File: config.mk
export PLATFORM = sky130hd
export DESIGN_NAME = oven_jam_monitor
export DESIGN_NICKNAME = d
export VERILOG_FILES = /design/src/rtl/oven_pkg.sv /design/src/rtl/edge_flag.sv /design/src/rtl/svc_arbiter.sv /design/src/rtl/occupancy_counter.sv /design/src/rtl/oven_jam_monitor.sv
export SDC_FILE = /design/constraint.sdc
export NUM_CORES = 1
export LEC_CHECK = 0
export BUFFER_PORTS_ARGS = -buffer_cell sky130_fd_sc_hd__buf_2
export CAP_MARGIN = 15
export CORE_ASPECT_RATIO = 0.75
export CORE_MARGIN = 4
export CORE_UTILIZATION = 53
export DETAILED_ROUTE_END_ITERATION = 16
export GPL_TIMING_DRIVEN = 0
export PLACE_DENSITY = 0.88
export SYNTH_ARGS = -nofsm -noshare
export SYNTH_HDL_FRONTEND = slang
export SYNTH_SLANG_ARGS = --single-unit
File: constraint.sdc
create_clock -name clk -period 3.05 [get_ports clk]
set_input_delay 0.305 -clock clk [delete_from_list [all_inputs] [get_ports clk]]
set_output_delay 0.305 -clock clk [all_outputs]
set_load 0.05 [all_outputs]
File: src/rtl/oven_pkg.sv
package oven_pkg;
  localparam int NUM_SENS = 2;
  localparam int IDX_IN   = 0;
  localparam int IDX_OUT  = 1;

  typedef enum logic [1:0] {
    SVC_NONE = 2'd0,
    SVC_IN   = 2'd1,
    SVC_OUT  = 2'd2
  } svc_e;
endpackage

File: src/rtl/edge_flag.sv
module edge_flag (
  input  logic clk,
  input  logic rst,
  input  logic sens,
  input  logic clr,
  output logic flag
);
  logic prev_q;
  logic rise;

  assign rise = sens & ~prev_q;

  always_ff @(posedge clk) begin
    if (rst) begin
      prev_q <= 1'b0;
      flag   <= 1'b0;
    end else begin
      prev_q <= sens;
      // a fresh edge wins over a clear in the same cycle
      flag   <= (flag & ~clr) | rise;
    end
  end
endmodule

File: src/rtl/svc_arbiter.sv
module svc_arbiter
  import oven_pkg::*;
(
  input  logic [NUM_SENS-1:0] flags,
  input  logic                hold,
  output svc_e                svc,
  output logic [NUM_SENS-1:0] clr
);
  always_comb begin
    svc = SVC_NONE;
    clr = '0;
    if (!hold) begin
      if (flags[IDX_IN]) begin
        svc         = SVC_IN;
        clr[IDX_IN] = 1'b1;
      end else if (flags[IDX_OUT]) begin
        svc          = SVC_OUT;
        clr[IDX_OUT] = 1'b1;
      end
    end
  end
endmodule

File: src/rtl/occupancy_counter.sv
module occupancy_counter
  import oven_pkg::*;
#(
  parameter int CNT_W       = 8,
  parameter int ALARM_LIMIT = 4
) (
  input  logic             clk,
  input  logic             rst,
  input  svc_e             svc,
  input  logic             load,
  input  logic [CNT_W-1:0] load_val,
  output logic [CNT_W-1:0] cnt,
  output logic             buzz_n,
  output logic             uflow
);
  localparam logic [CNT_W-1:0] CNT_MAX = {CNT_W{1'b1}};
  localparam logic [CNT_W-1:0] LIMIT   = CNT_W'(ALARM_LIMIT);

  logic [CNT_W-1:0] cnt_nx;
  logic             uflow_nx;

  always_comb begin
    cnt_nx   = cnt;
    uflow_nx = uflow;
    if (load) begin
      cnt_nx   = load_val;
      uflow_nx = 1'b0;
    end else begin
      unique case (svc)
        SVC_IN:  if (cnt != CNT_MAX) cnt_nx = cnt + 1'b1;
        SVC_OUT: begin
          if (cnt == '0) uflow_nx = 1'b1;
          else           cnt_nx   = cnt - 1'b1;
        end
        default: ;
      endcase
    end
  end

  always_ff @(posedge clk) begin
    if (rst) begin
      cnt    <= '0;
      uflow  <= 1'b0;
      buzz_n <= 1'b1;
    end else begin
      cnt    <= cnt_nx;
      uflow  <= uflow_nx;
      buzz_n <= ~(cnt_nx > LIMIT);
    end
  end
endmodule

File: src/rtl/oven_jam_monitor.sv
module oven_jam_monitor
  import oven_pkg::*;
#(
  parameter int CNT_W       = 8,
  parameter int ALARM_LIMIT = 4
) (
  input  logic             clk,
  input  logic             rst,
  input  logic             sens_entry,
  input  logic             sens_exit,
  input  logic             preset_en,
  input  logic [CNT_W-1:0] preset_val,
  output logic             req_n,
  output logic [CNT_W-1:0] count,
  output logic             buzz_n,
  output logic             underflow
);
  logic [NUM_SENS-1:0] sens_v;
  logic [NUM_SENS-1:0] flag_q;
  logic [NUM_SENS-1:0] clr;
  svc_e                svc;

  assign sens_v[IDX_IN]  = sens_entry;
  assign sens_v[IDX_OUT] = sens_exit;

  for (genvar i = 0; i < NUM_SENS; i++) begin : g_sens
    edge_flag u_flag (
      .clk  (clk),
      .rst  (rst),
      .sens (sens_v[i]),
      .clr  (clr[i]),
      .flag (flag_q[i])
    );
  end

  svc_arbiter u_arb (
    .flags (flag_q),
    .hold  (preset_en),
    .svc   (svc),
    .clr   (clr)
  );

  occupancy_counter #(
    .CNT_W       (CNT_W),
    .ALARM_LIMIT (ALARM_LIMIT)
  ) u_cnt (
    .clk      (clk),
    .rst      (rst),
    .svc      (svc),
    .load     (preset_en),
    .load_val (preset_val),
    .cnt      (count),
    .buzz_n   (buzz_n),
    .uflow    (underflow)
  );

  assign req_n = ~|flag_q;
endmodule

## Word level (Yosys, flattened, before mapping)

Cells that the tools add are included.

| word-level totals | value |
|---|---|
| output and inout port bits | 11 |
| input bits | 13 |
| bits in registers | 14 |

| operators by class | value |
|---|---|
| bitwise gates (word level) | 11 |
| reduce and logical (&&, ||, !) cells | 5 |
| order comparisons | 1 |
| $add $sub $neg | 2 |
| equal/unequal tests | 3 |
| muxes and demuxes | 11 |

Operators with widths:

| cell | count |
|---|---|
| $mux 8 | 3 |
| $pmux 8 s2 | 1 |
| $add 8x1->8 const B | 1 |
| $gt 8x3->1 const B | 1 |
| $logic_not 8->1 | 1 |
| $mux 2 | 4 |
| $ne 8x8->1 const B | 1 |
| $sub 8x1->8 const B | 1 |
| $not 1->1 | 5 |
| $and 1x1->1 | 4 |
| $reduce_or 2->1 | 2 |
| $mux 1 | 3 |
| $eq 2x1->1 const B | 1 |
| $eq 2x2->1 const B | 1 |
| $or 1x1->1 | 2 |
| $reduce_and 2->1 | 1 |
| $logic_not 1->1 | 1 |

## Depth between registers and ports, before layout

Gate-level depths: netlist (run 1).

| logic depth | value |
|---|---|
| depth in word-level cells | 8 |
| gate-level depth with buffers | 8 |
| mapped depth without buffers | 8 |

## Modules after synthesis

A second synthesis (run 1) with hierarchy kept.

| second synthesis, totals | value |
|---|---|
| cell total of the unflattened synthesis | 150 |
| area, all modules | 1199.9 sq um |

By module, submodules not included:

| module | area an instance (sq um) | cells each | instances |
|---|---|---|---|
| occupancy_counter | 1012.2 | 133 | 1 |
| edge_flag | 75.1 | 6 | 2 |
| svc_arbiter | 33.8 | 4 | 1 |
| oven_jam_monitor | 3.8 | 1 | 1 |

## Least setup slack after synthesis (run 1)

No wires, ideal clock.

| timing | value |
|---|---|
| kind | flip-flop to flip-flop |
| start | register u_cnt.cnt[1] |
| end | register u_cnt.buzz_n |
| setup slack | 666 ps |
| data arrival time | 2265 ps |
| data required time | 2931 ps |
| stages on the path, launching flop included | 9 |
| setup time | 119 ps |
| cell sequence | dfxtp_1 inv_1 ha_1 or3b_2 o21a_4 nand2b_4 a311oi_2 a221oi_2 o221a_1 |

| between the ends | value |
|---|---|
| cells in the longest elaborated chain, start to end | 6 |

Ends and longest elaborated chain:

| element | RTL line | source |
|---|---|---|
| start, declared | occupancy_counter.sv:12 | `output logic [CNT_W-1:0] cnt,` |
| start signal, assigned | occupancy_counter.sv:46 | `cnt <= cnt_nx;` |
| $sub 8x1->8 (tied with other cells) | occupancy_counter.sv:33 | `else cnt_nx = cnt - 1'b1;` |
| $mux 8 (on tied branches) | occupancy_counter.sv:32, occupancy_counter.sv:30 |  |
| $pmux 8 s2 * | occupancy_counter.sv:29 | `unique case (svc)` |
| $mux 8 * | occupancy_counter.sv:25 | `if (load) begin` |
| $gt 8x3->1 * | occupancy_counter.sv:48 | `buzz_n <= ~(cnt_nx > LIMIT);` |
| $not 1->1 * | occupancy_counter.sv:48 |  |
| end signal, assigned | occupancy_counter.sv:48 |  |
| end, declared | occupancy_counter.sv:13 | `output logic buzz_n,` |

Mark *: on every way between the ends. The rest lies on a longest branch, timed or not.
A chain may end at the register's enable or synchronous reset.

## Worst setup path in the final report (run 1)

Same ends and word-level chain as after synthesis.

==> results of run 1 <==
cell type report:
class                      instances  area [um2]  area share [%]
buffer                            10        51.3            4.23
clock buffer                       3        22.5            1.86
inverter                           9        33.8            2.79
multi-input combinational         99         687            56.7
sequential                        14         280            23.1
tap                               22        27.5            2.27
timing repair buffer              22         110            9.08
kinds of logic (layout without fill, tap and decap cells):
group                      after synthesis  in the layout
AOI/OAI and AO/OA                       42             42
xor gates and xnor gates                 2              2
and+or+nand+nor                         52             52
muxes                                    1              1
adders and majority gates                2              2
buffers and inverters                   19             44
DFF                                     14             14
stage by stage:
| stage | area (um2) | std cells |
|---|---|---|
| 2_1_floorplan | 1050 | 132 |
| 3_3_place_gp | 1190 | 176 |
| 3_5_place_dp | 1190 | 176 |
| 4_1_cts | 1210 | 179 |
| 5_1_grt | 1210 | 179 |
| 6_report | 1210 | 179 |
synth_stat cells, types with 2 or more instances:
| master | n |
|---|---|
| nand4_1 | 2 |
| ha_1 | 2 |
| inv_1 | 9 |
| nor2b_1 | 7 |
| and3_1 | 2 |
| a21oi_1 | 9 |
| and4_1 | 2 |
| nand2_1 | 5 |
| nand3_1 | 2 |
| nand2b_1 | 5 |
| nor2_1 | 10 |
| nor3_1 | 3 |
| o21a_1 | 2 |
| o21ai_1 | 2 |
| a221oi_1 | 2 |
| nor3b_1 | 3 |
| o21ai_0 | 6 |
| dfxtp_1 | 14 |
| buf_2 | 5 |
| a311oi_1 | 2 |
| clkbuf_1 | 4 |
| o31ai_1 | 2 |
registers in the layout (all words and copies together), names as in the netlist:
name and cells:
u_cnt.uflow 1, g_sens.u_flag.prev_q 2, u_cnt.cnt 8, g_sens.u_flag.flag 2, u_cnt.buzz_n 1
final timing paths:
check                             to  slack [ns]          from  cells past startpoint
max                     u_cnt.buzz_n        0.60  u_cnt.cnt[1]                      8
min reg2reg              u_cnt.uflow        0.48   u_cnt.uflow                      1
min          g_sens[0].u_flag.prev_q        0.26    sens_entry                      2
max reg2reg             u_cnt.buzz_n        0.60  u_cnt.cnt[1]                      8
power by group:
part / internal [mW] / leakage, nW / total (mW) / switching [mW]
clock: 0.0457 / 0.0138 / 0.0970 / 0.0513
sequential: 0.197 / 0.116 / 0.213 / 0.0161
combinational: 0.0723 / 0.400 / 0.204 / 0.132
layer usage:
layer,vias to the layer above,part of all wire [%],GRT usage [%]
li1,538,-,-
met1,501,43,30.8
met2,69,45,36.8
met3,6,11,5.32
met4,0,0.94,5.88
met5,-,0,0
==> results.ini, run 1 <==
[detailed_routing]
finalWirelength_um=2890
route.detailed.drc=0
wire_per_inst_um=16.1
dr.pass1.iters=4
viasPerCell=6.22
vias=1114
ant_nets=0
drtIter0Drc=60

[timing]
period_minus_slack_ns=2.45
relSlewSlack_pct=63.5
hold_viol=0
worst_slack_ns=0.597
period_share_pct=80.4
max_freq_mhz=408
rsz0062_at_grt=no
final_max_slew_viol_count=0
setup_viol_count_final=0
hold_slack_ns=0.260
fin_tns_setup_ns=0
fin_skew_ns=0.00127
worstMarginPinSlew_ns=0.546

[power_and_ir_drop]
total_power_mw=0.514
p_leak_nw=0.530
power_density_nw_per_um2=424
peakVddDrop_uv=458

[logic_synthesis]
synth_top_family_by_area=compound AO/OA/AOI/OAI gates
synth_compound_area_share_pct=30.3
ys.flop_type=dfxtp_1
ys.warnings.count=0
postSynthCellCount=132
synth_adder_area_share_pct=2.38
ys_types=54
synth_top_area_cell=dfxtp_1
async_flop_share_pct=0
synthSimpleGateAreaFrac_pct=30.0
muxShareOfSynthArea_pct=0.951
syn_avg_cell_area_um2=7.97
syn-cell-area_um2=1050
synth.top_cell.area_share_pct=26.6
ys_seq_elements=14
yosysSeqAreaShare_pct=26.6
synth_edf_count=0
synth-xor-area-share_pct=1.66
syn-num-nets=147
synthTopCellsByArea=dfxtp_1 (27%), a21oi_1 (4.3%), nor2b_1 (4.2%)

[grt]
antenna_found_initial=0
grt_max_degree=11
track_usage_pct=22.9
grt_pass1_vias=1047
grt.overflow.total=0
grt_pass1_wl_um=4730

[clock_network]
cts_hold_buf=0
cts_tree=yes
h-tree-depth=1
clk_pin_slew_worst_paths_ns=0.07
cts_made_buffers=3
ctsResizeCount=0
cts.path.max_buffers=2
postCtsSetupBuffers=0
root_buffer=clkbuf_4
clock-sinks=14
clk_latency_ns=0.27

[cells_and_area]
finalCoreUtilization_pct=67.2
syn2layout_area_growth_pct=15.2
finalNetCount=174
drive_above_1_share_pct=24.8
final_cell_mix=buf_2 (27), dfxtp_1 (14), nor2_1 (10), inv_1 (9), a21oi_1 (9)
n_antenna_cell=0
final_common_cell=buf_2
fillerInstances=158

[setup_path]
cp_num_buf_inv=1
cpPeakStageDelay_ns=0.55
arrival_ns=2.67
end_kind=flip-flop
critPathTopFamily=simple AND/OR/NAND/NOR gates
crit_required_ns=3.27
path_cells=inv_1, ha_1, or3b_2, o22ai_1, a22o_1, o21ai_0, nor4_1, o221a_1
worst-setup-path-type=reg -> reg
start_kind=flip-flop
cp_slowest_cell=or3b_2
crit_fanout=8

[floorplan]
start_util_pct=58.3
chipWidth_um=59.5
num_rows=13
fp.dieH_um=46.6
coreArea_um2=1810
dieArea_um2=2770
ioPinCount=24

[run]
maxCapViolations=0

[placement]
numPortBuffers=22
gp_congestion=0.937
place_ws_ns=0.656
dp_hpwl_um=2140

[status]
status=finished, final reports clean

[min_path]
worstHoldPathType=in -> reg

(Power assumes the default switching activity.)
==> run 2: changes to the inputs <==
Clock period 3.05 ns to 2.5 ns, I/O delays scaled along.
==> results.ini, run 2 (synthesis results as in run 1) <==
[placement]
dp_hpwl_um=2140  ; unchanged
gp_congestion=0.937  ; unchanged
numPortBuffers=22  ; unchanged
place_ws_ns=0.106  ; -0.550 ns
placed_cells=176  ; unchanged
placed_cell_area_um2=1190  ; unchanged

[clock_network]
h-tree-depth=1  ; unchanged
cts_tree=yes
root_buffer=clkbuf_4
clk_pin_slew_worst_paths_ns=0.07  ; about the same
clock-sinks=14  ; unchanged
cts_hold_buf=0  ; unchanged
clk_latency_ns=0.27  ; about the same
cts.path.max_buffers=2  ; unchanged
cts_made_buffers=3  ; unchanged

[detailed_routing]
viasPerCell=6.39  ; +2.6%
finalWirelength_um=2860  ; -0.76%
wire_per_inst_um=16.0  ; -0.76%
ant_nets=0  ; unchanged
drtIter0Drc=55  ; -8.3%
vias=1143  ; +2.6%
route.detailed.drc=0  ; unchanged
dr.pass1.iters=4  ; unchanged

[cells_and_area]
fin_area_um2=1210  ; +0.10%
largest_reg_flops=8  ; unchanged
final_cell_mix=buf_2 (27), dfxtp_1 (13), nor2_1 (10), inv_1 (9), a21oi_1 (9)
n_antenna_cell=0  ; unchanged
finalCoreUtilization_pct=67.2  ; +0.069 points
fillerInstances=157  ; -0.63%
final_cells=179  ; unchanged
largest_registers=u_cnt.cnt: 8 flops, g_sens.u_flag.flag: 2 flops, g_sens.u_flag.prev_q: 2 flops
syn2layout_area_growth_pct=15.3
drive_above_1_share_pct=25.5  ; +0.64 points
top_register=u_cnt.cnt
final_common_cell=buf_2
finalNetCount=174  ; unchanged

[timing]
setup_viol_count_final=0  ; unchanged
final_max_slew_viol_count=0  ; unchanged
fin_skew_ns=0.000676  ; -0.000595 ns
rsz0062_at_grt=no
period_share_pct=95.3  ; +15 points
max_freq_mhz=420  ; +3.0%
hold_slack_ns=0.208  ; -0.0521 ns
hold_viol=0  ; unchanged
fin_tns_setup_ns=0  ; unchanged
period_minus_slack_ns=2.38  ; -0.0711 ns
worstMarginPinSlew_ns=0.544  ; -0.00197 ns
relSlewSlack_pct=63.7  ; +0.13 points
worst_slack_ns=0.119  ; -0.479 ns

[power_and_ir_drop]
power_density_nw_per_um2=518  ; +22%
pwr-share-clk_pct=18.8  ; about the same
seq_power_share_pct=41.5  ; about the same
peakVddDrop_uv=561  ; +22%
p_leak_nw=0.530  ; about the same
switching_share_pct=38.7  ; about the same
p_int_mw=0.385  ; +22%
p_comb_share_pct=39.7  ; about the same
netSwitchingPower_mw=0.243  ; +22%
total_power_mw=0.628  ; +22%

[grt]
grt_pass1_wl_um=4730  ; unchanged
grt.overflow.total=0  ; unchanged
antenna_found_initial=0  ; unchanged
track_usage_pct=22.9  ; unchanged
grt_pass1_vias=1047  ; unchanged
grt_max_degree=11  ; unchanged

[setup_path]
crit_fanout=7  ; -1
end_kind=flip-flop
crit_required_ns=2.72  ; -0.55 ns
reg2reg_depth=8  ; unchanged
arrival_ns=2.60  ; -0.07 ns
worst-setup-path-type=reg -> reg
start_kind=flip-flop

[min_path]
holdPathStages=2  ; unchanged
worstHoldPathType=in -> reg

[floorplan]
dieArea_um2=2770  ; unchanged
coreArea_um2=1810  ; unchanged
fp.dieH_um=46.6  ; unchanged
chipWidth_um=59.5  ; unchanged
num_rows=13  ; unchanged
start_util_pct=58.3  ; unchanged
ioPinCount=24  ; unchanged

[status]
status=finished, final reports clean

[run]
maxCapViolations=0  ; unchanged

run 2: power by group through the flow:
stage          registers [mW]  logic [mW]  clock network (mW)
2_1_floorplan           0.307       0.142                   0
3_3_place_gp            0.264       0.238                   0
3_5_place_dp            0.265       0.245                   0
4_1_cts                 0.259       0.246               0.121
5_1_grt                 0.263       0.269               0.133
6_report                0.261       0.249               0.118
run 2: routing by layer:
layer  GRT usage [%]  up-vias  wire (um)
met5               0        -          0
met4            5.88        0         38
met3            5.32        8        307
met2            36.8       68       1300
met1            30.8      528       1220
li1                -      539          -
run 2: critical path, stage by stage, from the launching register on:
cell and delay [ns]:
dfxtp_1 0.38, inv_1 0.10, ha_1 0.21, nor3b_1 0.34, a311oi_1 0.16, a311o_1 0.35
a2bb2oi_1 0.15, nor4_1 0.40, o221a_1 0.24
run 2: worst paths after layout:
path | end | slack (ns) | from
min | g_sens[0].u_flag.prev_q | 0.21 | sens_entry
min reg2reg | u_cnt.uflow | 0.48 | u_cnt.uflow
max | u_cnt.buzz_n | 0.12 | u_cnt.cnt[0]
max reg2reg | u_cnt.buzz_n | 0.12 | u_cnt.cnt[0]
run 2: cell type report:
cell class	count	area (um2)	area share [%]
Clock buffer	3	22.5	1.86
Timing Repair Buffer	22	110	9.07
Tap cell	22	27.5	2.27
Buffer	10	51.3	4.23
Inverter	9	33.8	2.78
Multi-Input combinational cell	99	687	56.6
Sequential cell	14	282	23.2
run 2: what timing repair did:
action	4_1_cts	5_1_grt
gates resized for setup	0	1
endpoints found under the setup margin	0	1
endpoints found under the hold margin	0	0
setup buffers	0	0
==> run 3: changes to the inputs <==
Settings changed: MAX_ROUTING_LAYER set to met4.
==> results.ini, run 3 (synthesis results as in run 1) <==
[timing]
rsz0062_at_grt=no
final_max_slew_viol_count=0  ; unchanged
worstMarginPinSlew_ns=0.532  ; -0.0120 ns
period_minus_slack_ns=2.38  ; -0.00123 ns
fin_skew_ns=0.00322  ; +0.00254 ns
hold_viol=0  ; unchanged
period_share_pct=95.2  ; about the same
worst_slack_ns=0.120  ; +0.00123 ns
setup_viol_count_final=0  ; unchanged
max_freq_mhz=420  ; about the same
relSlewSlack_pct=64.5  ; +0.80 points
fin_tns_setup_ns=0  ; unchanged

[clock_network]
postCtsSetupBuffers=0  ; unchanged
cts_made_buffers=3  ; unchanged
cts_tree=yes
cts.path.max_buffers=2  ; unchanged
root_buffer=clkbuf_4
clk_latency_ns=0.28  ; about the same
cts_hold_buf=0  ; unchanged
clock-sinks=14  ; unchanged
clk_pin_slew_worst_paths_ns=0.08  ; about the same
h-tree-depth=1  ; unchanged

[cells_and_area]
fillerInstances=153  ; -2.5%
largest_registers=u_cnt.cnt: 8 flops, g_sens.u_flag.flag: 2 flops, g_sens.u_flag.prev_q: 2 flops
syn2layout_area_growth_pct=15.3  ; unchanged
finalCoreUtilization_pct=67.2  ; unchanged
finalNetCount=174  ; unchanged
final_common_cell=buf_2
drive_above_1_share_pct=25.5  ; unchanged
largest_reg_flops=8  ; unchanged
top_register=u_cnt.cnt
final_cell_mix=buf_2 (27), dfxtp_1 (13), nor2_1 (10), inv_1 (9), a21oi_1 (9)
n_antenna_cell=0  ; unchanged

[grt]
grt_pass1_vias=1008  ; -3.7%
antenna_found_initial=0  ; unchanged
track_usage_pct=23.6  ; +0.70 points
grt_pass1_wl_um=4620  ; -2.2%
grt_max_degree=11  ; unchanged
grt.overflow.total=0  ; unchanged

[floorplan]
fp.dieH_um=46.6  ; unchanged
chipWidth_um=59.5  ; unchanged
num_rows=13  ; unchanged
coreArea_um2=1810  ; unchanged
ioPinCount=24  ; unchanged
dieArea_um2=2770  ; unchanged
start_util_pct=58.3  ; unchanged

[setup_path]
start_kind=flip-flop
crit_required_ns=2.73  ; about the same
end_kind=flip-flop
crit_fanout=7  ; unchanged
worst-setup-path-type=reg -> reg
arrival_ns=2.61  ; about the same

[detailed_routing]
drtIter0Drc=51  ; -7.3%
route.detailed.drc=0  ; unchanged
ant_nets=0  ; unchanged
wire_per_inst_um=16.4  ; +2.3%
viasPerCell=6.26  ; -2.0%
finalWirelength_um=2930  ; +2.3%
vias=1120  ; -2.0%
dr.pass1.iters=4  ; unchanged

[power_and_ir_drop]
pwr-share-clk_pct=19.9  ; +1.1 points
power_density_nw_per_um2=526  ; +1.6%
netSwitchingPower_mw=0.253  ; +4.0%
switching_share_pct=39.7  ; +0.94 points
seq_power_share_pct=41.0  ; -0.5 points
peakVddDrop_uv=399  ; -29%
p_comb_share_pct=39.0  ; -0.7 points
p_leak_nw=0.530  ; about the same
p_int_mw=0.385  ; about the same

[placement]
gp_congestion=0.897  ; -4.3%
place_ws_ns=0.165  ; +0.0596 ns
dp_hpwl_um=2160  ; +0.90%
numPortBuffers=22  ; unchanged

[status]
status=finished, final reports clean

[min_path]
worstHoldPathType=in -> reg

[run]
maxCapViolations=0  ; unchanged

[run 3: metal layers]
| layer | global-route usage (%) | vias to the layer above | wire length [um] |
|---|---|---|---|
| met3 | 5.04 | 5 | 267 |
| met1 | 29.0 | 526 | 1290 |
| li1 | - | 536 | - |
| met5 | - | - | 0 |
| met2 | 39.7 | 53 | 1340 |
| met4 | 5.43 | 0 | 32 |
[run 3: path summary, 6_finish.rpt]
| path | from | cells after the start | endpoint | slack, ns |
|---|---|---|---|---|
| worst max-delay path | u_cnt.cnt[0] | 8 | u_cnt.buzz_n | 0.12 |
| worst max register to register | u_cnt.cnt[0] | 8 | u_cnt.buzz_n | 0.12 |
| worst min register to register | u_cnt.uflow | 1 | u_cnt.uflow | 0.47 |
| worst min-delay path | sens_exit | 2 | g_sens[1].u_flag.prev_q | 0.22 |
[run 3: per-stage QoR]
stage / instances / area [um2] / power (mW) / hold slack (ns)
3_3_place_gp: 176 / 1190 / 0.503 / 0.445
5_1_grt: 179 / 1210 / 0.670 / 0.205
6_report: 179 / 1210 / 0.638 / 0.224
3_5_place_dp: 176 / 1190 / 0.510 / 0.462
4_1_cts: 179 / 1210 / 0.634 / 0.213
2_1_floorplan: 132 / 1050 / 0.450 / 0.378
[run 3: layout make-up]
cell class	count	area, um2	area share [%]
inverters	9	33.8	2.78
multi-input cells	99	687	56.6
plain buffers	10	51.3	4.23
flip-flops and latches	14	282	23.2
repair buffers	22	110	9.07
well taps	22	27.5	2.27
clock buffers	3	22.5	1.86
[run 3: critical path: stages (launching register included)]
cell and delay, ns:
dfxtp_1 0.39, inv_1 0.11, ha_1 0.21, nor3b_1 0.34
a311oi_1 0.16, a311o_1 0.35, a2bb2oi_1 0.16, nor4_1 0.38
o221a_1 0.23
[run 3: repair_timing]
| item | CTS | global route |
|---|---|---|
| gates resized for setup | 0 | 2 |
| hold endpoints to repair | 0 | 0 |
| endpoints found under the setup margin | 0 | 1 |
[run 3: power by group through the flow]
| stage | clock [mW] | sequential, mW | combinational [mW] |
|---|---|---|---|
| 4_1_cts | 0.128 | 0.260 | 0.245 |
| 6_report | 0.127 | 0.262 | 0.249 |
| 3_5_place_dp | 0 | 0.265 | 0.245 |
| 2_1_floorplan | 0 | 0.307 | 0.142 |
| 3_3_place_gp | 0 | 0.265 | 0.239 |
| 5_1_grt | 0.141 | 0.263 | 0.266 |
